$ cat config.mk
export PLATFORM = sky130hd
export DESIGN_NAME = mac_err_status
export DESIGN_NICKNAME = d
export VERILOG_FILES = /design/src/rtl/err_pkg.sv /design/src/rtl/tx_len_guard.sv /design/src/rtl/sqe_watch.sv /design/src/rtl/flag_bank.sv /design/src/rtl/mac_err_status.sv
export SDC_FILE = /design/constraint.sdc
export NUM_CORES = 1
export LEC_CHECK = 0
export BUFFER_PORTS_ARGS = -buffer_cell sky130_fd_sc_hd__buf_2
export CAP_MARGIN = 20
export CORE_MARGIN = 4
export CORE_UTILIZATION = 35
export DETAILED_ROUTE_END_ITERATION = 7
export SLEW_MARGIN = 20
export SYNTH_ARGS = -nofsm -noshare
export SYNTH_HDL_FRONTEND = slang
export SYNTH_HIERARCHICAL = 1
export SYNTH_SLANG_ARGS = --single-unit
$ cat constraint.sdc
create_clock -name clk -period 2.95 [get_ports clk]
set_clock_uncertainty 0.2 [all_clocks]
set_input_delay 0.295 -clock clk [delete_from_list [all_inputs] [get_ports clk]]
set_output_delay 0.295 -clock clk [all_outputs]
set_load 0.005 [all_outputs]
$ cat src/rtl/err_pkg.sv
package err_pkg;
  localparam int NFLAG    = 4;
  localparam int IDX_BABL = 0;
  localparam int IDX_COLL = 1;
  localparam int IDX_MISS = 2;
  localparam int IDX_MEM  = 3;
  typedef logic [NFLAG-1:0] flag_vec_t;
endpackage

$ cat src/rtl/tx_len_guard.sv
module tx_len_guard #(
  parameter int LIMIT = 1519
) (
  input  logic clk,
  input  logic rst_n,
  input  logic clr,
  input  logic sof,
  input  logic bstb,
  output logic over
);
  localparam int W = $clog2(LIMIT + 1);
  logic [W-1:0] cnt;

  always_comb begin
    if (sof) over = bstb && (LIMIT == 1);
    else     over = bstb && (cnt == W'(LIMIT - 1));
  end

  always_ff @(posedge clk or negedge rst_n) begin
    if (!rst_n)                          cnt <= '0;
    else if (clr)                        cnt <= '0;
    else if (sof)                        cnt <= bstb ? W'(1) : '0;
    else if (bstb && cnt != W'(LIMIT))   cnt <= cnt + W'(1);
  end


  once_per_frame_chk: assert property (@(posedge clk) disable iff (!rst_n)
    (over && !clr && !sof) |=> !over || sof);
endmodule

$ cat src/rtl/sqe_watch.sv
module sqe_watch #(
  parameter int WIN = 20
) (
  input  logic clk,
  input  logic rst_n,
  input  logic clr,
  input  logic eof,
  input  logic tick,
  input  logic sqe,
  output logic fail
);
  localparam int W = $clog2(WIN + 1);
  logic [W-1:0] cnt;
  logic         armed;

  always_ff @(posedge clk or negedge rst_n) begin
    if (!rst_n) begin
      armed <= 1'b0; cnt <= '0; fail <= 1'b0;
    end else if (clr) begin
      armed <= 1'b0; cnt <= '0; fail <= 1'b0;
    end else begin
      fail <= 1'b0;
      if (eof) begin
        armed <= 1'b1;
        cnt   <= '0;
      end else if (armed) begin
        if (sqe) armed <= 1'b0;
        else if (tick) begin
          if (cnt == W'(WIN - 1)) begin
            fail  <= 1'b1;
            armed <= 1'b0;
          end else cnt <= cnt + W'(1);
        end
      end
    end
  end


  sqe_cancel_chk: assert property (@(posedge clk) disable iff (!rst_n)
    (sqe && !eof) |=> !fail);

  fail_single_chk: assert property (@(posedge clk) disable iff (!rst_n)
    fail |=> !fail);
endmodule

$ cat src/rtl/flag_bank.sv
module flag_bank
  import err_pkg::*;
(
  input  logic      clk,
  input  logic      rst_n,
  input  logic      clr,
  input  flag_vec_t ev,
  input  logic      wr,
  input  flag_vec_t wdat,
  output flag_vec_t flags
);
  for (genvar i = 0; i < NFLAG; i++) begin : g_bit
    always_ff @(posedge clk or negedge rst_n) begin
      if (!rst_n)             flags[i] <= 1'b0;
      else if (clr)           flags[i] <= 1'b0;
      else if (ev[i])         flags[i] <= 1'b1;
      else if (wr && wdat[i]) flags[i] <= 1'b0;
    end
  end


  set_wins_chk: assert property (@(posedge clk) disable iff (!rst_n)
    (!clr && ev != '0) |=> ((flags & $past(ev)) == $past(ev)));

  w1c_chk: assert property (@(posedge clk) disable iff (!rst_n)
    (wr && !clr) |=> ((flags & $past(wdat & ~ev)) == '0));

  clr_chk: assert property (@(posedge clk) disable iff (!rst_n)
    clr |=> (flags == '0));
endmodule

$ cat src/rtl/mac_err_status.sv
module mac_err_status
  import err_pkg::*;
#(
  parameter int BABL_LIMIT = 1519,
  parameter int SQE_WIN    = 20
) (
  input  logic       clk,
  input  logic       rst_n,
  input  logic       soft_rst,
  input  logic       stop,
  input  logic       tx_sof,
  input  logic       tx_byte,
  input  logic       tx_eof,
  input  logic       bit_tick,
  input  logic       sqe_in,
  input  logic       ev_miss,
  input  logic       ev_merr,
  input  logic       wr_en,
  input  logic [3:0] wr_data,
  input  logic       int_en,
  input  logic [2:0] irq_mask,
  output logic [3:0] flags,
  output logic       err_sum,
  output logic       irq
);
  logic      halt;
  logic      babl_ev;
  logic      coll_ev;
  flag_vec_t ev;
  flag_vec_t route;
  flag_vec_t fl;

  assign halt = soft_rst | stop;

  tx_len_guard #(.LIMIT(BABL_LIMIT)) u_len (
    .clk(clk), .rst_n(rst_n), .clr(halt),
    .sof(tx_sof), .bstb(tx_byte), .over(babl_ev)
  );

  sqe_watch #(.WIN(SQE_WIN)) u_sqe (
    .clk(clk), .rst_n(rst_n), .clr(halt),
    .eof(tx_eof), .tick(bit_tick), .sqe(sqe_in), .fail(coll_ev)
  );

  always_comb begin
    ev           = '0;
    ev[IDX_BABL] = babl_ev;
    ev[IDX_COLL] = coll_ev;
    ev[IDX_MISS] = ev_miss;
    ev[IDX_MEM]  = ev_merr;
    route           = '0;
    route[IDX_BABL] = ~irq_mask[0];
    route[IDX_MISS] = ~irq_mask[1];
    route[IDX_MEM]  = ~irq_mask[2];
  end

  flag_bank u_bank (
    .clk(clk), .rst_n(rst_n), .clr(halt),
    .ev(ev), .wr(wr_en), .wdat(wr_data), .flags(fl)
  );

  always_ff @(posedge clk or negedge rst_n) begin
    if (!rst_n)    irq <= 1'b0;
    else if (halt) irq <= 1'b0;
    else           irq <= int_en && ((fl & route) != '0);
  end

  assign flags   = fl;
  assign err_sum = |fl;


  coll_no_irq_chk: assert property (@(posedge clk) disable iff (!rst_n)
    (fl == 4'b0010) |=> !irq);

  irq_enable_chk: assert property (@(posedge clk) disable iff (!rst_n)
    !int_en |=> !irq);
endmodule

# [Word-level counts from Yosys, hierarchy flattened]
# Index checks and enable logic that the tools add are counted.
[totals] input_bits=20 mem_bits_ro=0 elab_cells=74 reg_bits=23 latchBits=0 out_inout_bits=6 n_memories=0 ramBits=0
[op_classes] shift=0 n_mul=0 n_addsub=2 n_eq_ne=5 reduce_logical=17 n_div=0 n_lt_le_gt_ge=0 bitwise=5 mux=36
[op_table] operator="$mux W11" count=3
[op_table] operator="$mux W5" count=6
[op_table] operator="$mux W1" count=27
[op_table] operator="$reduce_bool A3 Y1" count=7
[op_table] operator="$add A11 B1 Y11 const B" count=1
[op_table] operator="$eq A11 B11 Y1 const B" count=1
[op_table] operator="$ne A11 B11 Y1 const B" count=1
[op_table] operator="$logic_and A1 B1 Y1" count=7
[op_table] operator="$add A5 B1 Y5 const B" count=1
[op_table] operator="$eq A5 B5 Y1 const B" count=1
[op_table] operator="$and A4 B4 Y4" count=1
[op_table] operator="$reduce_and A4 Y1" count=1
[op_table] operator="$reduce_bool A4 Y1" count=1
[op_table] operator="$reduce_or A4 Y1" count=1
[op_table] operator="$ne A3 B2 Y1 const B" count=1
[op_table] operator="$ne A3 B3 Y1 const B" count=1
[op_table] operator="$not A1 Y1" count=3
[op_table] operator="$or A1 B1 Y1" count=1

# [Longest topological paths before layout]
# Gate-level depths: netlist (run 1).
[logic_depth] depth_word=7 mapped_depth=6

# [Modules after synthesis]
# Netlist (run 1), hierarchy kept.
[by_module_without_submodules] module="tx_len_guard" cells_per_inst=75 n_inst=1 area_each_um2=683.2 seq_area_each_um2=275.3
[by_module_without_submodules] module="sqe_watch" cells_per_inst=35 n_inst=1 area_each_um2=352.8 seq_area_each_um2=175.2
[by_module_without_submodules] module="flag_bank" cells_per_inst=16 n_inst=1 area_each_um2=171.4 seq_area_each_um2=100.1
[by_module_without_submodules] module="mac_err_status" cells_per_inst=8 n_inst=1 area_each_um2=76.3 seq_area_each_um2=25.0

# [Worst setup path before layout (run 1)]
# No wires, ideal clock.
[synth_path] kind="reg-to-reg" from="register u_len.cnt[4]" to="register u_bank.flags[0]" n_path_buf=0 setup_time_ns=0.100 path_stages_with_launch=6 path_slack_ns=1.141 t_arrival_ns=1.510 path_cell_list="dfrtp_1 > nor3b_1 > nand2_1 > nor4_1 > nor2_1 > a311oi_1"
[synth_via] elab_chain_len=5
[synth_lines] element="start: declaration" line="tx_len_guard.sv:12" rtl="logic [W-1:0] cnt;"
[synth_lines] element="start signal: assignment" line="tx_len_guard.sv:22" rtl="else if (sof) cnt <= bstb ? W'(1) : '0;"
[synth_lines] element="start signal: assignment" line="tx_len_guard.sv:23" rtl="else if (bstb && cnt != W'(LIMIT)) cnt <= cnt + W'(1);"
[synth_lines] element="$eq A11 B11 Y1 (*)" line="tx_len_guard.sv:16" rtl="else over = bstb && (cnt == W'(LIMIT - 1));"
[synth_lines] element="$logic_and A1 B1 Y1 (*)" line="tx_len_guard.sv:16"
[synth_lines] element="$mux W1 (*)" line="tx_len_guard.sv:15" rtl="if (sof) over = bstb && (LIMIT == 1);"
[synth_lines] element="via babl_ev" line="mac_err_status.sv:27" rtl="logic babl_ev;"
[synth_lines] element="$mux W1" line="flag_bank.sv:16" rtl="else if (ev[i]) flags[i] <= 1'b1;"
[synth_lines] element="$mux W1" line="flag_bank.sv:15" rtl="else if (clr) flags[i] <= 1'b0;"
[synth_lines] element="end signal: indexed assignment" line="flag_bank.sv:15"
[synth_lines] element="end signal: indexed assignment" line="flag_bank.sv:16"
[synth_lines] element="end signal: indexed assignment" line="flag_bank.sv:17" rtl="else if (wr && wdat[i]) flags[i] <= 1'b0;"
[synth_lines] element="end: declaration" line="flag_bank.sv:10" rtl="output flag_vec_t flags"
# The timed path passes the listed nets; every way through them passes the cells marked *.
# A chain may end at the register's enable or synchronous reset.

# [Final worst setup path (run 1)]
# Same ends and word-level chain as after synthesis.

==> metrics.cfg, run 1 <==
[run]
maxCapViolations=0

[critical_path]
end_kind=register
start_kind=register
cp_max_fo=6
crit_arrival_ns=2.05
r2r_start=u_len/cnt[4]
crit_type=register to register
worstSetupStartpoint=u_len/cnt[4]
worstPathRequired_ns=2.92

[detailed_routing]
wl_um=2830
vias=1163
vias_per_cell=5.618
drc_errors=0
first_iter_violations=37
drt_first_pass_iters=4
ant_nets=0
wire_per_inst_um=13.67

[timing]
rsz0062_at_grt=false
hold_viol_final=0
relSlewSlack_pct=55.68
fin_tns_setup_ns=0
min_period_over_period_pct=70.43
fmax_mhz=481.3
min_period_ns=2.078
max_slew.worst_pin.slew_ns=0.6633
timing.final.max_slew_violations=0
setup-violations-final=0

[global_routing]
grt_pass1_wl_um=4774
antenna_found_initial=0
grt_use_total_pct=13.13
grt_pass1_vias=1136
grt_max_degree=24
grt_overflow_total=0

[die]
rows=21
start_util_pct=37.30
dieHeight_um=68.56
die_area_sq_um=4700
core_sq_um=3442
ios=26
fp.dieW_um=68.56

[layout]
antenna_cells=0
layout.nets=185
final.fill_count=340
multi_input_area_sq_um=651.9
final_common_cell=buf_2
stdcell_count=207
layout_common_cells=25 x buf_2, 23 x dfrtp_1, 13 x a21oi_1, 11 x inv_1
register_area_sq_um=575.6
syn_to_final_growth_pct=17.45
drive_gt1_share_pct=24.22

[clock_network]
h-tree-depth=1
cts_resized=0
post_cts_buffers=0
cts_tree=yes
cts_sinks=23
cts_made_buffers=3
cts.reportedPaths.clkPinSlew_ns=0.08
clock_path_buffers=2
ctsRootBufferMaster=clkbuf_8
clk_latency_ns=0.26

[placement]
place_congestion=0.8263
dp_hpwl_um=2156
port-buffer-count=25
dp_cells=202

[synth]
synthDistinctLibCells=36
syn_inst=134
syn-cell-area_sq_um=1284
syn-num-nets=157
yosysSeqAreaShare_pct=44.83
avgSynthCellArea_sq_um=9.580
yosys-top-cells-area=dfrtp_1 45%, a21oi_1 5.1%, or3_1 3.9%, inv_1 3.2%, ha_1 2.9%
yosysTopAreaCell=dfrtp_1
ys_ff_latch=23
netlist.area_leader.share_pct=44.83
yosys_warnings=6

[hold_path]
hold_path_startpoint=wr_data[0]
hold_class=input port to register

[power]
power_density_nw_per_um2=372.2
leakagePower_uw=0.0006199
ir_drop_mv=0.2345

[run_status]
status=completed

-- stage by stage --
step | power, uW | setup WS, ns | hold WS (ns) | area (sq um) | utilization [%]
CTS | 575.3 | 0.9157 | 0.01170 | 1508 | 43.80
global placement | 372.3 | 0.9804 | 0.09551 | 1451 | 42.17
finish | 561.2 | 0.8724 | 0.02032 | 1508 | 43.80
global route | 596.8 | 0.6818 | 0.003141 | 1508 | 43.80
floorplan | 346.2 | 1.141 | -0.2006 | 1284 | -
detailed placement | 373.7 | 0.9375 | 0.1002 | 1451 | 42.17
-- worst max-delay path, cell delays in order (launching register included) --
cell and delay, ns:
dfrtp_1 0.44, nor3b_1 0.59, nand2_1 0.11, nor4_1 0.32, nor2_1 0.09, a311oi_1 0.23
-- worst paths after layout --
path,to,cells past startpoint,slack [ns]
setup / recovery,u_bank/flags[0],5,0.87
setup reg to reg,u_bank/flags[0],5,0.87
min in group asynchronous,irq,2,0.32
hold reg to reg,u_len/cnt[10],2,0.36
hold / removal,u_bank/flags[0],2,0.02
max in group asynchronous,u_len/cnt[0],2,1.89
-- layer usage --
metal	wire [um]	share of wire (%)	vias up	track usage (%)
li1	-	-	559	-
met1	1206	43	584	15.33
met2	1517	54	18	23.84
met3	94	3.3	2	3.404
met4	11	0.39	0	2.978
met5	0	0	-	0
-- what timing repair did --
action                                 in CTS  in global routing
endpoints found under the hold margin      23                  0
hold buffers                                1                  0
setup endpoints to repair                   0                  0
-- synthesized netlist by cell type (all sizes together) --
cell type  instances
nand2              8
nor4b              2
o311ai             1
o31a               1
or4                3
o41ai              1
clkbuf             2
a311oi             5
buf                1
nand3              5
or3                8
dfrtp             23
and4bb             1
nor3b              3
nand4b             1
o21ai              6
o31ai              3
nor2               6
nand3b             3
nor3               1
nand4              6
a21oi             13
inv               11
o211ai             3
and3               2
a31oi              2
or2                3
nand2b             3
ha                 3
a211o              2
nor4               1
and4               1
-- registers in the layout, summed over array words and instances (netlist names) --
register      cells
u_len/cnt        11
u_sqe/cnt         5
u_bank/flags      4
irq               1
u_sqe/armed       1
u_sqe/fail        1
-- cell type report --
cell class                 count  share of cell area, %
timing repair buffer          26                  8.963
clock inverter                 1                 0.3319
inverter                      11                  2.739
sequential                    23                  38.17
clock buffer                   3                  2.739
multi-input combinational     97                  43.24
tap                           46                  3.817
-- logic make-up after synthesis --
kind of cell             after synthesis  share of synthesized area (%)
flip-flops                            23                          44.83
AND/OR/NAND/NOR                       57                          27.97
AO/OA/AOI/OAI                         37                          19.88
buffers and inverters                 14                          4.386
adder cells (fa/ha/maj)                3                          2.924
-- report_power, final --
group          internal (uW)  switching, uW  total, uW  leakage [uW]
Combinational           19.6           26.5       46.1      0.000275
Clock                   94.2           99.5        194     0.0000255
Sequential               318           3.40        321      0.000319
Total                    432            129        561      0.000620
(Power assumes the default switching activity.)
==> run 2: changes to the inputs <==
--- a/config.mk
+++ b/config.mk
@@ -5,6 +5,7 @@
 export SDC_FILE = /design/constraint.sdc
 export NUM_CORES = 1
 export LEC_CHECK = 0
+export ABC_AREA = 1
 export BUFFER_PORTS_ARGS = -buffer_cell sky130_fd_sc_hd__buf_2
 export CAP_MARGIN = 20
 export CORE_MARGIN = 4
==> constraint.sdc (replaced) <==
create_clock -name clk -period 1.9 [get_ports clk]
set_clock_uncertainty 0.2 [all_clocks]
set_input_delay 0.19 -clock clk [delete_from_list [all_inputs] [get_ports clk]]
set_output_delay 0.19 -clock clk [all_outputs]
set_load 0.005 [all_outputs]
==> metrics.cfg, run 2 <==
[critical_path]
cp_max_fo=5
crit_type=register to register
worstPathRequired_ns=1.90
start_kind=register
end_kind=register
crit_arrival_ns=1.71

[die]
start_util_pct=37.31
dieHeight_um=74.23
die_area_sq_um=5510
ios=26
rows=23
core_sq_um=4115
fp.dieW_um=74.23

[timing]
timing.final.max_slew_violations=0
rsz0062_at_grt=false
fmax_mhz=586.8
fin_tns_setup_ns=0
relSlewSlack_pct=65.12
setup-violations-final=0
hold_viol_final=0
min_period_ns=1.704
max_slew.worst_pin.slew_ns=0.5232
hold_ws_ns=0.002777
min_period_over_period_pct=89.70

[layout]
syn_to_final_growth_pct=24.04
layout.nets=276
final_common_cell=nand2_1
top_register=u_len/cnt
top_regs=u_len/cnt: 11 flops, u_sqe/cnt: 5 flops, u_bank/flags: 4 flops
multi_input_area_sq_um=825.8
antenna_cells=0
stdcell_count=302
largest_reg_flops=11
final.fill_count=418
register_area_sq_um=575.6
layout_common_cells=62 x nand2_1, 30 x inv_1, 25 x buf_2, 23 x dfrtp_1, 19 x nor2_1
drive_gt1_share_pct=25.00

[global_routing]
grt_overflow_total=0
grt_pass1_wl_um=6085
grt_use_total_pct=14.13
antenna_found_initial=0
grt_max_degree=24
grt_pass1_vias=1388

[synth]
synthArstFlopShare_pct=100.0
synthDistinctLibCells=32
synth_common_cells=62 x nand2_1, 31 x inv_1, 23 x dfrtp_1, 19 x nand3_1, 19 x nor2_1
yosysTopAreaCell=dfrtp_1
yosysSeqAreaShare_pct=37.49
ys.flop_type=dfrtp_1
yosysMostFrequentCell=nand2_1
synth_edf_count=0
ys_ff_latch=23
syn_inst=212
syn-cell-area_sq_um=1535
yosys-top-cells-area=dfrtp_1 37%, nand2_1 15%, inv_1 7.6%, nand3_1 6.2%, nor2_1 4.6%
syn-num-nets=235
avgSynthCellArea_sq_um=7.242
yosys_warnings=6
netlist.area_leader.share_pct=37.49

[power]
ir_drop_mv=0.2164
power_density_nw_per_um2=481.6
leakagePower_uw=0.0009262

[detailed_routing]
wire_per_inst_um=11.54
ant_nets=0
vias_per_cell=4.719
drc_errors=0
drt_first_pass_iters=4
vias=1425
wl_um=3485
first_iter_violations=72

[clock_network]
cts_tree=yes
h-tree-depth=1
cts.reportedPaths.clkPinSlew_ns=0.08
clk_latency_ns=0.26
cts_sinks=23
ctsRootBufferMaster=clkbuf_8
clock_path_buffers=2
cts_made_buffers=3

[run_status]
status=completed

[placement]
dp_hpwl_um=2576
place_congestion=0.8301
port-buffer-count=25
dp_cells=286

[run]
maxCapViolations=0

[hold_path]
hold_class=input port to register

## run 2: cell count changes in the layout (fill, tap and decap cells not counted), sizes merged, moves of 5 or more
| cell | delta |
|---|---|
| or3 | -8 |
| nor2 | +22 |
| inv | +24 |
| nand2 | +62 |
| a311oi | -5 |
| dlygate4sd3 | +10 |
| a21oi | -7 |
| nand3 | +15 |
## run 2: worst paths after layout
kind	from	endpoint	slack [ns]	cells after the start
min	tx_eof	u_sqe/armed	0.003	3
min reg2reg	u_sqe/fail	u_bank/flags[1]	0.31	2
max	u_len/cnt[1]	u_len/cnt[10]	0.20	9
max reg2reg	u_len/cnt[1]	u_len/cnt[10]	0.20	9
max in group asynchronous	rst_n	irq	0.92	2
min in group asynchronous	rst_n	u_len/cnt[10]	0.23	2
## run 2: layout make-up
type                       count  share of cell area [%]
multi-input combinational    150                   43.36
sequential                    23                   30.22
timing repair buffer          38                   13.14
inverter                      37                   7.556
tap                           50                   3.285
clock buffer                   3                   2.168
clock inverter                 1                  0.2628
## run 2: metal layers
layer | track usage [%] | share of wire (%) | up-vias | wire length, um
li1 | - | - | 745 | -
met1 | 17.61 | 47 | 651 | 1636
met2 | 25.30 | 48 | 27 | 1688
met3 | 1.622 | 4.1 | 2 | 142
met4 | 4.743 | 0.52 | 0 | 18
met5 | 0 | 0 | - | 0
## run 2: critical path, stage by stage, from the launching register on
cell and delay (ns):
dfrtp_1 0.41, ha_1 0.22, clkinv_1 0.12, nor2_4 0.18, nand2_1 0.09, nor2_1 0.15, nand3_1 0.09, nand2_1 0.06
inv_1 0.03, nor2_1 0.08
## run 2: what timing repair did
item | in CTS | in global routing
resized for setup | 0 | 4
endpoints found under the setup margin | 0 | 1
buffers inserted | 0 | 1
hold buffers | 11 | 1
hold endpoints to repair | 29 | 1
## run 2: report_power, final
part	total (uW)	internal (uW)	switching (uW)
Clock	307	146	161
Combinational	110	49.0	61.4
Sequential	500	494	5.40
## run 2: kinds of logic after synthesis
family          Yosys count  synth area share, %
fa+ha+maj                 3                2.445
flops                    23                37.49
buf+inv                  39                9.860
xor+xnor                  1               0.5706
compound gates           14                5.623
simple gates            132                44.01
## run 2: metrics by stage
step	power, uW	utilization [%]	setup slack [ns]	cell area (sq um)
final	917.2	46.28	0.1957	1904
after global routing	971.1	46.28	0.002826	1904
after CTS	936.9	45.67	0.02731	1879
after detailed placement	604.5	41.87	0.2060	1723
after global placement	603.5	41.87	0.2407	1723
after floorplan	556.3	-	0.3415	1535
